<file path="src/rtl/mod5_pkg.sv">
package mod5_pkg;
  // Number of state bits and their positions in the state vector
  localparam int STATE_W = 3;
  localparam int BIT_A   = 0;
  localparam int BIT_B   = 1;
  localparam int BIT_C   = 2;
  localparam int CYCLE_LEN = 5;

  typedef logic [STATE_W-1:0] state_t;

  // Strobes from the excitation logic to the flip-flop bank
  typedef struct packed {
    logic               clr;
    logic [STATE_W-1:0] jIn;
    logic [STATE_W-1:0] kIn;
  } jkCtrl_t;
endpackage

</file>
<file path="src/rtl/mod5_jk_ff.sv">
module mod5_jk_ff (
  input  logic clk,
  input  logic clr,
  input  logic jIn,
  input  logic kIn,
  output logic qOut
);
  logic qReg;

  // Synchronous clear wins; otherwise hold / clear / set / toggle
  always_ff @(posedge clk) begin
    if (clr) begin
      qReg <= 1'b0;
    end else begin
      unique case ({jIn, kIn})
        2'b00:   qReg <= qReg;
        2'b01:   qReg <= 1'b0;
        2'b10:   qReg <= 1'b1;
        default: qReg <= ~qReg;
      endcase
    end
  end

  assign qOut = qReg;
endmodule

</file>
<file path="src/rtl/mod5_ctrl.sv">
module mod5_ctrl
  import mod5_pkg::*;
(
  input  logic    rst,
  input  state_t  stateIn,
  output jkCtrl_t ctrlOut
);
  logic curA;
  logic curB;
  logic curC;

  assign curA = stateIn[BIT_A];
  assign curB = stateIn[BIT_B];
  assign curC = stateIn[BIT_C];

  always_comb begin
    ctrlOut       = '0;
    ctrlOut.clr   = rst;
    // Least significant stage runs only while the top bit is low
    ctrlOut.jIn[BIT_A] = ~curC;
    ctrlOut.kIn[BIT_A] = ~curC;
    // Middle stage follows the low bit
    ctrlOut.jIn[BIT_B] = curA;
    ctrlOut.kIn[BIT_B] = curA;
    // Top stage sets on 011-type patterns and always clears itself
    ctrlOut.jIn[BIT_C] = curA & curB;
    ctrlOut.kIn[BIT_C] = curC;
  end
endmodule

</file>
<file path="src/rtl/mod5_dp.sv">
module mod5_dp
  import mod5_pkg::*;
(
  input  logic    clk,
  input  jkCtrl_t ctrlIn,
  output state_t  stateQ
);
  for (genvar i = 0; i < STATE_W; i++) begin : g_bit
    mod5_jk_ff u_ff (
      .clk  (clk),
      .clr  (ctrlIn.clr),
      .jIn  (ctrlIn.jIn[i]),
      .kIn  (ctrlIn.kIn[i]),
      .qOut (stateQ[i])
    );
  end
endmodule

</file>
<file path="src/rtl/mod5_jk_counter.sv">
module mod5_jk_counter
  import mod5_pkg::*;
(
  input  logic clk,
  input  logic rst,
  output logic outC,
  output logic outB,
  output logic outA
);
  state_t  curState;
  jkCtrl_t jkCtrl;

  mod5_ctrl u_ctrl (
    .rst     (rst),
    .stateIn (curState),
    .ctrlOut (jkCtrl)
  );

  mod5_dp u_dp (
    .clk    (clk),
    .ctrlIn (jkCtrl),
    .stateQ (curState)
  );

  assign outC = curState[BIT_C];
  assign outB = curState[BIT_B];
  assign outA = curState[BIT_A];
endmodule

</file>
<file path="config.mk">
export PLATFORM = sky130hd
export DESIGN_NAME = mod5_jk_counter
export DESIGN_NICKNAME = d
export VERILOG_FILES = /design/src/rtl/mod5_pkg.sv /design/src/rtl/mod5_jk_ff.sv /design/src/rtl/mod5_ctrl.sv /design/src/rtl/mod5_dp.sv /design/src/rtl/mod5_jk_counter.sv
export SDC_FILE = /design/constraint.sdc
export NUM_CORES = 1
export LEC_CHECK = 0
export BUFFER_PORTS_ARGS = -buffer_cell sky130_fd_sc_hd__buf_2
export CAP_MARGIN = 10
export CORE_AREA = 4 4 41 43
export DETAILED_ROUTE_END_ITERATION = 8
export DIE_AREA = 0 0 45 47
export PLACE_DENSITY = 0.3
export SETUP_SLACK_MARGIN = 0.05
export SYNTH_ARGS = -nofsm -noshare
export SYNTH_HDL_FRONTEND = slang
export SYNTH_SLANG_ARGS = --single-unit
export TNS_END_PERCENT = 1
</file>
<file path="constraint.sdc">
create_clock -name clk -period 1.99 [get_ports clk]
set_clock_uncertainty 0.2 [all_clocks]
set_input_delay 0.597 -clock clk [delete_from_list [all_inputs] [get_ports clk]]
set_output_delay 0.597 -clock clk [all_outputs]
set_load 0.03 [all_outputs]
</file>
; Yosys cells after proc, flatten, opt, wreduce, memory -nomap -nowiden
; Index checks and enable logic that the tools add are counted.
[totals]
register_bits = 3
latch_bits = 0
ram_bits = 0
mem_bits_ro = 0
input_bits = 2
out_inout_bits = 3
wordCells = 19
mem_count = 0
[classes]
n_addsub = 0
multipliers = 0
div_mod_pow = 0
n_lt_le_gt_ge = 0
eq_ne = 6
n_shift = 0
mux = 3
n_bitwise = 4
reduce_logical = 3
[ops]
columns = cell, count
row1 = 1-bit case mux with 3 select lines, 3
row2 = "2-bit by 1-bit equality test with 1-bit output, second input constant", 3
row3 = "2-bit equality test, second input constant", 3
row4 = 2-bit zero test, 3
row5 = 1-bit NOT, 3
row6 = 1-bit bitwise AND, 1

; Logic depth before layout (Yosys ltp)
[depth]
ltp_word = 3
depth_mapped = 2
mapped_depth_nobuf = 2

; Cells and area by module
; Synthesis repeated with hierarchy kept, for this count alone.
[hier_totals]
cells_unflattened = 34
area_unflattened_um2 = 276.5
[modules_own_cells]
columns = mod, instances, cells_per_inst, area_per_inst_um2, seq_area_each_um2
row1 = mod5_jk_ff, 3, 9, 76.3, 20.0
row2 = mod5_ctrl, 1, 7, 47.5, 0.0

; Worst setup path after synthesis
; No wires, ideal clock.
[synth_path]
path_kind = reg-to-output
start = register u_dp.g_bit[0].u_ff.qReg
end = output outA
arrival_ns = 0.534
t_required_ns = 1.193
path_slack_ns = 0.659
stages_incl_launch_ff = 1
path_buffers = 0
path_cell_list = dfxtp_1
[synth_rtl]
columns = item, line
row1 = start: declaration, mod5_jk_ff.sv:8  ; logic qReg;
row2 = start signal: assignment, mod5_jk_ff.sv:16  ; 2'b00: qReg <= qReg;
row3 = start signal: assignment, mod5_jk_ff.sv:19  ; default: qReg <= ~qReg;
row4 = end: declaration, mod5_jk_counter.sv:8  ; output logic outA
; No word-level cell between the ends.

; Final worst setup path
[layout_path]
start = register u_dp.g_bit[0].u_ff.qReg
end = output outA
; No word-level cell between the ends.

==> results.json <==
{
  "grt_max_degree": 5,
  "clock_latency_ps": 230,
  "antenna_found_initial": 0,
  "syn_area_um2": 93.8,
  "crit_family": "flip-flops",
  "synth_nets": 11,
  "row_count": 13,
  "power_density_mw_per_mm2": 1290,
  "largest_register_ff_count": 3,
  "synth.area.top_cells": "dfxtp_1 (64%), xnor2_1 (9.3%), xor2_1 (9.3%)",
  "io_pins": 5,
  "synthToLayoutAreaGrowth_pct": 69.3,
  "synth_top_cell_by_area": "dfxtp_1",
  "grt.total_usage_pct": 4.10,
  "cts_tree": "built",
  "clockBufferDepth": 2,
  "fin_crit_sh_pct": 82.7,
  "slew_viol_final": 0,
  "ant_nets": 0,
  "worst_setup_path_start_kind": "flip-flop",
  "gp_congestion": 0.599,
  "drt_iter0_drc": 4,
  "numClockSinks": 3,
  "viasPerCell": 2.69,
  "path_buf_inv": 1,
  "tns_ps": 0,
  "cp.depth": 1,
  "post-synth-top-count-cell": "dfxtp_1",
  "synthArstFlopShare_pct": 0,
  "cts_made_buffers": 3,
  "status": "complete, no violations",
  "finalSetupViolCount": 0,
  "htreeDepth": 1,
  "reg2regPathDepth": 2,
  "grt_overflow": 0,
  "crit_chain": "buf_2",
  "synthCells": 9,
  "ys_seq_area_share_pct": 64.0,
  "post_cts_buffers": 0,
  "end_kind": "primary output",
  "initial_core_util_pct": 7.21,
  "critical_path_class": "flip-flop to primary output",
  "arrival_ps": 850,
  "die_area_mm2": 0.00212,
  "die_w_um": 45,
  "syn_avg_cell_area_um2": 10.4,
  "routedWlPerCell_um": 6.88,
  "synth-edff-count": 0,
  "grt_pass1_wl_um": 448,
  "fp.dieH_um": 47,
  "irDropWorstVdd_mv": 0.158,
  "port-buffer-count": 4,
  "nNetsFinal": 20,
  "max_freq_ghz": 0.608,
  "drive_above_1_share_pct": 41.2,
  "maxCapViolations": 0,
  "slowest_delay_ps": 390,
  "synth_top_area_share_pct": 64.0,
  "crit_slowest_cell": "dfxtp_1",
  "leakage_nw": 0.0729,
  "totalPowerFinal_uw": 205,
  "crit_fanout": 4,
  "synthTopCellsByCount": "dfxtp_1 (3), nor2_1 (2)",
  "synthDistinctLibCells": 6,
  "final.min_clock_period_ps": 1650,
  "hold_class": "flip-flop to flip-flop",
  "required_ps": 1190,
  "first_pass_iters": 2,
  "dpl_cell_area_um2": 133,
  "coreArea_mm2": 0.00130,
  "whs_path_depth": 1,
  "grt_pass1_vias": 97,
  "num_vias": 86,
  "tightestPinTransition_ps": 170,
  "ys.warnings.count": 0,
  "cts_root_buf": "clkbuf_4",
  "rsz0062_at_grt": "false",
  "postCtsHoldBufs": 0,
  "antennaDiodeCount": 0,
  "finish.instance_area_um2": 159,
  "cts.clk_slew.worst_paths_ps": 40,
  "synth_seq_cells": 3,
  "synthFlopType": "dfxtp_1",
  "hold_violations": 0,
  "maxSlewHeadroom_pct": 88.7,
  "finalWirelength_um": 220,
  "cts-resized-gates": 0,
  "drc": 0
}
[cell families after synthesis]
group	after synthesis	synth area share [%]
DFF	3	64.0
and+or+nand+nor	4	17.3
xor gates and xnor gates	2	18.7
[where the power goes]
part,total (mW),leakage (nW),switching [mW],internal [mW]
Clock,0.105,0.0150,0.0297,0.0750
Sequential,0.0725,0.0248,0.00590,0.0666
Combinational,0.0280,0.0331,0.0180,0.0100
Total,0.205,0.0729,0.0535,0.152
[final timing paths]
path,to,from,slack (ps)
max reg2reg,u_dp.g_bit[0].u_ff.qOut,u_dp.g_bit[0].u_ff.qOut,1070
min reg2reg,u_dp.g_bit[2].u_ff.qOut,u_dp.g_bit[2].u_ff.qOut,250
min,u_dp.g_bit[2].u_ff.qOut,u_dp.g_bit[2].u_ff.qOut,250
max,outA,u_dp.g_bit[0].u_ff.qOut,340
[per-layer routing]
layer  global-route usage, %  vias to the layer above  share of wire [%]
met5                       0                        -                  0
met4                    7.02                        0                  0
met3                    5.75                        0                 17
met2                    3.11                        4                 44
met1                    3.17                       38                 39
li1                        -                       44                  -
[final cells by class]
cell class | instances | area, um2
flip-flops and latches | 3 | 60.1
repair buffers | 4 | 20.0
well taps | 15 | 18.8
clock buffers | 4 | 26.3
fillers | 159 | 1140
multi-input cells | 6 | 33.8
[cell usage in the layout, fill, tap and decap left out]
cell type and n:
xnor2_1 1, buf_2 4, nand2_1 1, nor2_1 2
xor2_1 1, clkbuf_4 3, dfxtp_1 3, nor3_1 1
clkbuf_1 1
[through the flow]
stage               worst slack, ps  hold WS (ps)  utilization, %  instances
global placement                588           251            10.2         28
CTS                             331           261            12.2         32
global route                    293           293            12.2         32
detailed placement              588           255            10.2         28
finish                          344           254            12.2         32
floorplan                       659           384               -          9
(Power assumes the default switching activity.)
